==> config.mk <==
export PLATFORM = sky130hd
export DESIGN_NAME = sram_lane_ctl
export DESIGN_NICKNAME = d
export VERILOG_FILES = /design/src/rtl/sram_lane_pkg.sv /design/src/rtl/sram_lane_timer.sv /design/src/rtl/sram_lane_rdcap.sv /design/src/rtl/sram_lane_ctl.sv
export SDC_FILE = /design/constraint.sdc
export NUM_CORES = 1
export LEC_CHECK = 0
export BUFFER_PORTS_ARGS = -buffer_cell sky130_fd_sc_hd__buf_2
export CORE_UTILIZATION = 40
export CTS_BUF_LIST = sky130_fd_sc_hd__clkbuf_8
export DETAILED_ROUTE_END_ITERATION = 12
export PLACE_DENSITY = 0.68
export SLEW_MARGIN = 0
export SYNTH_ARGS = -nofsm -noshare
export SYNTH_HDL_FRONTEND = slang
export SYNTH_SLANG_ARGS = --single-unit
==> constraint.sdc <==
create_clock -name clk_i -period 1.7 [get_ports clk_i]
set_clock_uncertainty 0.15 [all_clocks]
set_input_delay 0.085 -clock clk_i [delete_from_list [all_inputs] [get_ports clk_i]]
set_output_delay 0.085 -clock clk_i [all_outputs]
set_load 0.01 [all_outputs]
==> src/rtl/sram_lane_pkg.sv <==
package sram_lane_pkg;

  typedef enum logic [2:0] {
    ST_IDLE,
    ST_RD,
    ST_W_TA,
    ST_W_DATA,
    ST_W_END
  } state_e;

  function automatic int ns_to_cyc(input int ns, input int clk_ns);
    int c;
    c = (ns + clk_ns - 1) / clk_ns;
    return (c < 1) ? 1 : c;
  endfunction

  function automatic int max2(input int a, input int b);
    return (a > b) ? a : b;
  endfunction

endpackage

==> src/rtl/sram_lane_timer.sv <==
module sram_lane_timer #(
  parameter int CW = 2
) (
  input  logic          clk_i,
  input  logic          rst_ni,
  input  logic          load_i,
  input  logic [CW-1:0] load_val_i,
  output logic          done_o
);

  logic [CW-1:0] cnt_q;

  always_ff @(posedge clk_i or negedge rst_ni) begin
    if (!rst_ni)            cnt_q <= '0;
    else if (load_i)        cnt_q <= load_val_i;
    else if (cnt_q != '0)   cnt_q <= cnt_q - 1'b1;
  end

  assign done_o = (cnt_q == '0);

  AST_TMR_HOLD_ZERO: assert property (@(posedge clk_i) disable iff (!rst_ni)
    (done_o && !load_i) |=> done_o);

endmodule

==> src/rtl/sram_lane_rdcap.sv <==
module sram_lane_rdcap #(
  parameter int DW     = 16,
  parameter int LANE_W = 8,
  localparam int LANES = DW / LANE_W
) (
  input  logic             clk_i,
  input  logic             rst_ni,
  input  logic             cap_i,
  input  logic [LANES-1:0] be_i,
  input  logic [DW-1:0]    dq_i,
  output logic [DW-1:0]    rdata_o
);

  for (genvar l = 0; l < LANES; l++) begin : g_lane
    logic [LANE_W-1:0] lane_q;

    always_ff @(posedge clk_i or negedge rst_ni) begin
      if (!rst_ni)    lane_q <= '0;
      else if (cap_i) lane_q <= be_i[l] ? dq_i[l*LANE_W +: LANE_W] : '0;
    end

    assign rdata_o[l*LANE_W +: LANE_W] = lane_q;

    AST_MASKED_LANE_ZERO: assert property (@(posedge clk_i) disable iff (!rst_ni)
      (cap_i && !be_i[l]) |=> (rdata_o[l*LANE_W +: LANE_W] == '0));
  end

endmodule

==> src/rtl/sram_lane_ctl.sv <==
module sram_lane_ctl
  import sram_lane_pkg::*;
#(
  parameter int AW      = 16,
  parameter int DW      = 16,
  parameter int LANE_W  = 8,
  parameter int CLK_NS  = 10,
  parameter int T_AA_NS = 15,  // address to data
  parameter int T_OE_NS = 7,   // output/byte enable to data
  parameter int T_WC_NS = 15,  // write cycle
  parameter int T_SD_NS = 8,   // data setup to write end
  parameter int T_BW_NS = 10,  // byte enable to write end
  parameter int T_WZ_NS = 7,   // write enable low to bus released
  localparam int LANES  = DW / LANE_W
) (
  input  logic             clk_i,
  input  logic             rst_ni,
  input  logic             req_i,
  input  logic             we_i,
  input  logic [AW-1:0]    addr_i,
  input  logic [DW-1:0]    wdata_i,
  input  logic [LANES-1:0] be_i,
  output logic             ready_o,
  output logic             ack_o,
  output logic [DW-1:0]    rdata_o,
  output logic [AW-1:0]    sram_addr_o,
  output logic             sram_ce_no,
  output logic             sram_oe_no,
  output logic             sram_we_no,
  output logic [LANES-1:0] sram_be_no,
  output logic [DW-1:0]    sram_dq_o,
  output logic             sram_dq_oe_o,
  input  logic [DW-1:0]    sram_dq_i
);

  localparam int RD_CYC   = ns_to_cyc(max2(T_AA_NS, T_OE_NS), CLK_NS);
  localparam int TA_CYC   = ns_to_cyc(T_WZ_NS, CLK_NS);
  localparam int DATA_CYC = max2(max2(ns_to_cyc(T_SD_NS, CLK_NS),
                                      ns_to_cyc(T_BW_NS, CLK_NS) - TA_CYC), 1);
  localparam int END_CYC  = max2(ns_to_cyc(T_WC_NS, CLK_NS) - TA_CYC - DATA_CYC, 1);
  localparam int MAX_CYC  = max2(max2(RD_CYC, TA_CYC), max2(DATA_CYC, END_CYC));
  localparam int CW       = max2($clog2(MAX_CYC + 1), 1);

  state_e            state_q;
  logic [LANES-1:0]  be_q;
  logic              ce_nq, oe_nq, we_nq, dq_oe_q, ack_q;
  logic [LANES-1:0]  be_nq;
  logic [AW-1:0]     addr_q;
  logic [DW-1:0]     wdata_q;

  logic              accept;
  logic              rd_load, rd_done, wr_load, wr_done, cap;
  logic [CW-1:0]     wr_load_val;

  assign accept = req_i && (state_q == ST_IDLE);
  assign rd_load = accept && !we_i;
  assign cap     = (state_q == ST_RD) && rd_done;

  always_comb begin
    wr_load     = 1'b0;
    wr_load_val = CW'(TA_CYC - 1);
    unique case (state_q)
      ST_IDLE:   wr_load = accept && we_i;
      ST_W_TA:   begin wr_load = wr_done; wr_load_val = CW'(DATA_CYC - 1); end
      ST_W_DATA: begin wr_load = wr_done; wr_load_val = CW'(END_CYC - 1); end
      default:   wr_load = 1'b0;
    endcase
  end

  sram_lane_timer #(.CW(CW)) i_rd_timer (
    .clk_i, .rst_ni,
    .load_i     (rd_load),
    .load_val_i (CW'(RD_CYC - 1)),
    .done_o     (rd_done)
  );

  sram_lane_timer #(.CW(CW)) i_wr_timer (
    .clk_i, .rst_ni,
    .load_i     (wr_load),
    .load_val_i (wr_load_val),
    .done_o     (wr_done)
  );

  always_ff @(posedge clk_i or negedge rst_ni) begin
    if (!rst_ni) begin
      state_q <= ST_IDLE;
      ce_nq   <= 1'b1;
      oe_nq   <= 1'b1;
      we_nq   <= 1'b1;
      be_nq   <= '1;
      dq_oe_q <= 1'b0;
      ack_q   <= 1'b0;
      addr_q  <= '0;
      wdata_q <= '0;
      be_q    <= '0;
    end else begin
      ack_q <= 1'b0;
      unique case (state_q)
        ST_IDLE: if (req_i) begin
          addr_q  <= addr_i;
          wdata_q <= wdata_i;
          be_q    <= be_i;
          ce_nq   <= 1'b0;
          be_nq   <= ~be_i;
          if (we_i) begin
            we_nq   <= 1'b0;
            state_q <= ST_W_TA;
          end else begin
            oe_nq   <= 1'b0;
            state_q <= ST_RD;
          end
        end
        ST_RD: if (rd_done) begin
          ce_nq   <= 1'b1;
          oe_nq   <= 1'b1;
          be_nq   <= '1;
          ack_q   <= 1'b1;
          state_q <= ST_IDLE;
        end
        ST_W_TA: if (wr_done) begin
          dq_oe_q <= 1'b1;
          state_q <= ST_W_DATA;
        end
        ST_W_DATA: if (wr_done) begin
          we_nq   <= 1'b1;   // write ends on write enable
          dq_oe_q <= 1'b0;
          state_q <= ST_W_END;
        end
        ST_W_END: if (wr_done) begin
          ce_nq   <= 1'b1;
          be_nq   <= '1;
          ack_q   <= 1'b1;
          state_q <= ST_IDLE;
        end
        default: state_q <= ST_IDLE;
      endcase
    end
  end

  sram_lane_rdcap #(.DW(DW), .LANE_W(LANE_W)) i_rdcap (
    .clk_i, .rst_ni,
    .cap_i   (cap),
    .be_i    (be_q),
    .dq_i    (sram_dq_i),
    .rdata_o (rdata_o)
  );

  assign ready_o      = (state_q == ST_IDLE);
  assign ack_o        = ack_q;
  assign sram_addr_o  = addr_q;
  assign sram_ce_no   = ce_nq;
  assign sram_oe_no   = oe_nq;
  assign sram_we_no   = we_nq;
  assign sram_be_no   = be_nq;
  assign sram_dq_o    = wdata_q;
  assign sram_dq_oe_o = dq_oe_q;

  // cycles since write enable fell, for the turnaround check
  logic [CW:0] we_low_cnt_q;
  always_ff @(posedge clk_i or negedge rst_ni) begin
    if (!rst_ni)                  we_low_cnt_q <= '0;
    else if (sram_we_no)          we_low_cnt_q <= '0;
    else if (we_low_cnt_q != '1)  we_low_cnt_q <= we_low_cnt_q + 1'b1;
  end

  AST_TURNAROUND: assert property (@(posedge clk_i) disable iff (!rst_ni)
    $rose(sram_dq_oe_o) |-> (we_low_cnt_q >= (CW+1)'(TA_CYC)));
  AST_DQ_NEEDS_WE: assert property (@(posedge clk_i) disable iff (!rst_ni)
    sram_dq_oe_o |-> (!sram_we_no && sram_oe_no));
  AST_DQ_OFF_AT_WE_RISE: assert property (@(posedge clk_i) disable iff (!rst_ni)
    $rose(sram_we_no) |-> !sram_dq_oe_o);
  AST_NO_OE_WITH_WE: assert property (@(posedge clk_i) disable iff (!rst_ni)
    !(!sram_oe_no && !sram_we_no));
  AST_WE_UNDER_CE: assert property (@(posedge clk_i) disable iff (!rst_ni)
    !sram_we_no |-> !sram_ce_no);
  AST_ADDR_STABLE: assert property (@(posedge clk_i) disable iff (!rst_ni)
    (!sram_ce_no && $past(!sram_ce_no)) |-> $stable(sram_addr_o));
  AST_ACK_PULSE: assert property (@(posedge clk_i) disable iff (!rst_ni)
    ack_o |=> !ack_o);
  AST_READY_ON_ACK: assert property (@(posedge clk_i) disable iff (!rst_ni)
    ack_o |-> ready_o);
  AST_BUSY_NOT_READY: assert property (@(posedge clk_i) disable iff (!rst_ni)
    !sram_ce_no |-> !ready_o);

endmodule

==> impl_metrics.tcl, run 1 <==
set metrics [dict create \
    yosys-top-cells-area "dfrtp_1 56%, nand2_1 19%, dfstp_2 4.9%, o21ai_0 3.8%, a21oi_1 1.3%" \
    r2r_cells 5 \
    final_area_um2 4020 \
    die_w_um 83.5 \
    rows 29 \
    end_kind "flop" \
    regToRegEndpoint "sram_be_no[1]$_DFFE_PN1P_" \
    multiInputGateArea_um2 926 \
    fin_util 0.629 \
    hold-path-endpoint "state_q[1]$_DFFE_PN0P_" \
    final.fill_count 560 \
    holdCritPathClass "input port to flop" \
    antenna_left 0 \
    overflow 0 \
    start_kind "flop" \
    viasPerCell 4.60 \
    cts_buffers 9 \
    final-setup-viol-count 0 \
    finalPower_w 0.00672 \
    required_ns 1.81 \
    maxCapViolCount 0 \
    antenna_found_initial 0 \
    hp-start "req_i" \
    drive_above_1_share 0.309 \
    grt_pass1_vias 2394 \
    crit_chain "buf_4, nor4b_4, buf_4, a21oi_1, o31a_1" \
    report.final.slew_viol_count 0 \
    hold_viol 0 \
    numPlacedInstances 465 \
    synth_common_cells "137 x nand2_1, 59 x dfrtp_1, 20 x o21ai_0, 9 x nor2_1" \
    yosysTopAreaCellShare 0.556 \
    synth_top_area_cell "dfrtp_1" \
    period_minus_slack_ns 1.58 \
    root_buffer "clkbuf_8" \
    seq_area_frac_synth 0.605 \
    crit_path_frequent_cell "buf_4" \
    r2r-start "state_q[1]$_DFFE_PN0P_" \
    syn-cell-area_um2 2660 \
    r2r_setup_slack_ns 0.12 \
    clock_sinks 64 \
    synthFlopType "dfrtp_1" \
    yosysUniqueCellTypes 31 \
    async_reset_ff_frac 1.00 \
    critPathSlowestCell "dfrtp_1" \
    ys_seq_elements 64 \
    grt_max_degree 65 \
    rsz0062_at_grt "no" \
    port_buffers 109 \
    grt_first_pass_wirelength_um 10900 \
    drc 0 \
    dpl_cell_area_um2 3300 \
    start_util 0.416 \
    clk-insertion-delay-late_ns 0.32 \
    dieHeight_um 83.5 \
    arrival_ns 1.68 \
    routedWlPerCell_um 11.9 \
    place_congestion 0.716 \
    clk_path_buf_depth 2 \
    nets 507 \
    synth.most_common_cell "nand2_1" \
    cts_tree "built" \
    path_class "flop to flop" \
    ff_latch_area_um2 1610 \
    tns_ns 0 \
    drtIter0Drc 61 \
    syn_avg_cell_area_um2 9.26 \
    netlist_instances 287 \
    dp_hpwl_um 3900 \
    drt_wl_total_um 6360 \
    diodes 0 \
    area_growth_syn_to_layout_pct 51.2 \
    worst_pin_slew_ns 0.380 \
    power_leakage_nw 2.17 \
    cpPeakStageDelay_ns 0.39 \
    peakVddDrop_v 0.000954 \
    cts.reportedPaths.clkPinSlew_ns 0.07 \
    grt_usage 0.195 \
    die_area_um2 6970 \
    syn-num-nets 343 \
    vias 2453 \
    yosys_warnings 0 \
    firstDrtPassIters 4 \
    path_max_fanout 16 \
    io_pins 110 \
    core_um2 6390 \
    max_slew_margin 0.747 \
    fmax_mhz 634 \
    h-tree-depth 3 \
    synth_edf_count 0 \
    outcome "complete, no violations" \
    fin_crit_sh 0.927 \
    min_path_cells 4 \
    power_per_cell_area_nw_per_um2 1670 \
    final_cell_count_no_fill 533 \
]
-- cells by family after synthesis --
| logic type | Yosys count | share of synthesized area |
|---|---|---|
| and+or+nand+nor | 159 | 0.249 |
| buffers and inverters | 23 | 0.0485 |
| muxes | 1 | 0.00377 |
| AOI/OAI and AO/OA | 37 | 0.0810 |
| xor gates and xnor gates | 1 | 0.00330 |
| adders and majority gates | 2 | 0.00942 |
| DFF | 64 | 0.605 |
-- cell usage in the layout (no fill, tap or decap), types with 2 or more instances in the layout --
cell,count
nand2_1,137
o21ai_0,20
dfrtp_1,59
dlygate4sd3_1,52
nand2b_1,2
a31oi_1,2
a21oi_1,7
nor2_1,9
nor2b_1,3
clkinv_2,3
buf_12,3
dfstp_2,5
inv_1,8
o31a_1,3
buf_4,5
clkbuf_8,10
buf_2,109
-- critical path: cells and delay by family, from the launching register on --
family | cells | cell delay [ns]
DFF | 1 | 0.39
and+or+nand+nor | 1 | 0.33
buffers and inverters | 2 | 0.45
AOI/OAI and AO/OA | 2 | 0.19
-- repair_timing --
item                                    CTS  global route
buffers inserted                          0             0
hold endpoints to repair                122             0
resized for setup                         0             3
endpoints found under the setup margin    0             6
hold buffers                             52             0
-- layer usage --
metal	share of wire	global-route usage	vias up
li1	-	-	1240
met4	0.014	0.0709	0
met5	0	0	-
met1	0.46	0.250	1141
met2	0.48	0.319	64
met3	0.042	0.0534	8
-- state kept, by name, indices dropped and copies added (netlist names) --
signal,flops
ack_o,1
be_q,2
i_rd_timer.cnt_q,2
i_rdcap.g_lane.lane_q,16
i_wr_timer.cnt_q,2
sram_addr_o,16
sram_be_no,2
sram_ce_no,1
sram_dq_o,16
sram_dq_oe_o,1
sram_oe_no,1
sram_we_no,1
state_q,3
-- worst max path at each step --
stage,end,depth (start not counted),startpoint,slack [ns]
4_1_cts,sram_dq_o[0]$_DFFE_PN0N_,4,state_q[0]$_DFFE_PN0P_,0.06
6_report,sram_be_no[1]$_DFFE_PN1P_,5,state_q[1]$_DFFE_PN0P_,0.12
3_5_place_dp,sram_dq_o[1]$_DFFE_PN0N_,4,state_q[0]$_DFFE_PN0P_,0.07
3_3_place_gp,be_q[0]$_DFFE_PN0N_,4,state_q[0]$_DFFE_PN0P_,0.12
2_1_floorplan,sram_addr_o[14]$_DFFE_PN0N_,5,state_q[1]$_DFFE_PN0P_,0.10
5_1_grt,sram_be_no[0]$_DFFE_PN1P_,5,state_q[1]$_DFFE_PN0P_,0.006
-- metrics by stage --
stage	hold WS, ns	worst slack [ns]
final	0.0738	0.124
after global routing	0.108	0.00558
after CTS	0.0587	0.0611
after detailed placement	-0.0219	0.0692
after global placement	-0.0252	0.123
after floorplan	-0.361	0.104
-- cell type report --
class                      instances  area share
clock buffer                      10      0.0343
clock inverter                     6      0.0131
inverter                           6     0.00561
multi-input combinational        200       0.230
sequential                        64       0.400
tap                               77      0.0240
timing repair buffer             170       0.292
-- report_power, final --
part / switching (W) / total (W) / leakage, nW / internal (W)
combinational: 0.00157 / 0.00282 / 1.26 / 0.00125
clock: 0.000552 / 0.00125 / 0.108 / 0.000699
sequential: 0.000390 / 0.00265 / 0.801 / 0.00226
(Power assumes the default switching activity.)
==> inputs of run 2 (changes only) <==
ABC_AREA = 1   (was default)
PLACE_DENSITY = 0.69   (was 0.68)
==> run 2 against run 1 <==
- synthesized cell count rose by 7.3%
- register-to-register slack got worse by 0.05 ns
- largest cell class unchanged
- first-iteration DRC count rose to 2.5 times the previous value
- worst hold slack better by 0.066 ns
- sequential cell count stayed put
- count of clock-buffer cells in the layout up 1
- sequential power fell by 2%
==> impl_metrics.tcl, run 2 <==
set metrics [dict create \
    vias 2528 \
    root_buffer "clkbuf_8" \
    cts.reportedPaths.clkPinSlew_ns 0.07 \
    grt_max_degree 65 \
    final_cell_count_no_fill 552 \
    cts_buffers 9 \
    final-setup-viol-count 0 \
    clk-insertion-delay-late_ns 0.33 \
    overflow 0 \
    fin_crit_sh 0.954 \
    yosysTopAreaCellShare 0.564 \
    cts_tree "built" \
    start_kind "flop" \
    dieHeight_um 82.9 \
    clock_sinks 64 \
    grt_pass1_vias 2405 \
    area_growth_syn_to_layout_pct 51.1 \
    worst_pin_slew_ns 0.334 \
    maxCapViolCount 0 \
    fmax_mhz 617 \
    drc 0 \
    dpl_cell_area_um2 3250 \
    synth_top_area_cell "dfrtp_1" \
    antenna_found_initial 0 \
    port_buffers 109 \
    yosysUniqueCellTypes 15 \
    place_congestion 0.806 \
    path_max_fanout 35 \
    synth.most_common_cell "nand2_1" \
    arrival_ns 1.70 \
    seq_area_frac_synth 0.614 \
    drt_wl_total_um 6630 \
    power_leakage_nw 2.20 \
    antenna_left 0 \
    die_area_um2 6870 \
    yosys-top-cells-area "dfrtp_1 56%, nand2_1 24%, dfstp_2 5.0%, o21ai_0 4.2%, nand3_1 2.7%" \
    hold_viol 0 \
    yosys_warnings 0 \
    async_reset_ff_frac 1.00 \
    postCtsSetupBuffers 0 \
    viasPerCell 4.58 \
    outcome "complete, no violations" \
    grt_first_pass_wirelength_um 10900 \
    syn_avg_cell_area_um2 8.50 \
    die_w_um 82.9 \
    fin_util 0.623 \
    report.final.slew_viol_count 0 \
    drive_above_1_share 0.284 \
    clk_path_buf_depth 2 \
    end_kind "flop" \
    routedWlPerCell_um 12.0 \
    syn-num-nets 364 \
    path_class "flop to flop" \
    core_um2 6350 \
    netlist_instances 308 \
    final_common_cell "nand2_1" \
    required_ns 1.78 \
    synthFlopType "dfrtp_1" \
    power_per_cell_area_nw_per_um2 1570 \
    ff_latch_area_um2 1610 \
    start_util 0.412 \
    firstDrtPassIters 4 \
    synth_common_cells "167 x nand2_1, 59 x dfrtp_1, 22 x o21ai_0, 14 x inv_1, 14 x nand3_1" \
    syn-cell-area_um2 2620 \
    ys_seq_elements 64 \
    diodes 0 \
    io_pins 110 \
    final.fill_count 521 \
    period_minus_slack_ns 1.62 \
    synth_edf_count 0 \
    drtIter0Drc 155 \
    grt_usage 0.200 \
    mostFrequentLayoutCells "167 x nand2_1, 109 x buf_2, 59 x dfrtp_1, 53 x dlygate4sd3_1, 22 x o21ai_0" \
    peakVddDrop_v 0.000935 \
    rows 29 \
    final_area_um2 3960 \
    rsz0062_at_grt "yes" \
    multiInputGateArea_um2 892 \
    h-tree-depth 3 \
    numPlacedInstances 484 \
    max_slew_margin 0.778 \
    nets 527 \
    dp_hpwl_um 4060 \
    holdCritPathClass "input port to asynchronous set/reset pin" \
]
run 2: cell types whose count changed after synthesis, sizes merged, moves of 3 or more:
cell,delta
inv,+10
a21oi,-5
nand2,+30
nand3,+14
o31a,-3
nor2b,-3
buf,-4
run 2: through the flow:
stage / hold WS, ns / setup WS (ns) / total power (W) / setup TNS, ns
floorplan: -0.361 / 0.190 / 0.00402 / 0
detailed placement: -0.0249 / 0.0606 / 0.00499 / 0
finish: 0.140 / 0.0785 / 0.00619 / 0
global placement: -0.0264 / 0.120 / 0.00492 / 0
global route: 0.159 / -0.0176 / 0.00672 / -0.0176
CTS: 0.151 / 0.0647 / 0.00625 / 0
run 2: cells by family after synthesis:
kind of cell,synth area share
AND/OR/NAND/NOR,0.285
flip-flops,0.614
buffers and inverters,0.0449
AO/OA/AOI/OAI,0.0459
adder cells (fa/ha/maj),0.00956
run 2: cell type report:
| type | instances | area share |
|---|---|---|
| Multi-Input combinational cell | 215 | 0.226 |
| Inverter | 16 | 0.0158 |
| Clock inverter | 4 | 0.00538 |
| Timing Repair Buffer | 165 | 0.284 |
| Sequential cell | 64 | 0.407 |
| Tap cell | 77 | 0.0244 |
| Clock buffer | 11 | 0.0383 |
run 2: layer usage:
metal | global-route usage | vias up | share of wire
met5 | 0 | - | 0
met4 | 0.0752 | 0 | 0.024
met3 | 0.0596 | 17 | 0.055
met2 | 0.343 | 89 | 0.50
met1 | 0.236 | 1150 | 0.42
li1 | - | 1272 | -
run 2: repair_timing:
action                                  in CTS  in global routing
hold endpoints to repair                   118                  0
hold buffers                                53                  0
endpoints found under the setup margin       0                 34
resized for setup                            0                  2
run 2: path summary, 6_finish.rpt:
kind | start | endpoint | slack (ns) | cells past startpoint
max in group asynchronous | rst_ni | sram_we_no$_DFFE_PN1P_ | 0.94 | 3
worst min register to register | sram_oe_no$_DFFE_PN1P_ | sram_oe_no$_DFFE_PN1P_ | 0.31 | 2
worst min-delay path | rst_ni | sram_addr_o[0]$_DFFE_PN0N_ | 0.14 | 3
worst max register to register | state_q[1]$_DFFE_PN0P_ | i_rd_timer.cnt_q[1]$_DFFE_PN0P_ | 0.08 | 7
worst max-delay path | state_q[1]$_DFFE_PN0P_ | i_rd_timer.cnt_q[1]$_DFFE_PN0P_ | 0.08 | 7
min in group clk_i | sram_oe_no$_DFFE_PN1P_ | sram_oe_no$_DFFE_PN1P_ | 0.31 | 2
run 2: where the power goes:
part | internal [W] | switching, W | total (W)
logic | 0.000997 | 0.00146 | 0.00246
clock network | 0.000590 | 0.000542 | 0.00113
registers | 0.00220 | 0.000400 | 0.00260
total | 0.00379 | 0.00241 | 0.00619
run 2: critical path, stage by stage, from the launching register on:
cell,delay (ns)
dfrtp_1,0.43
nor2_4,0.20
inv_2,0.08
nor3_4,0.21
buf_12,0.23
nand2_1,0.12
nand2_1,0.07
inv_1,0.03
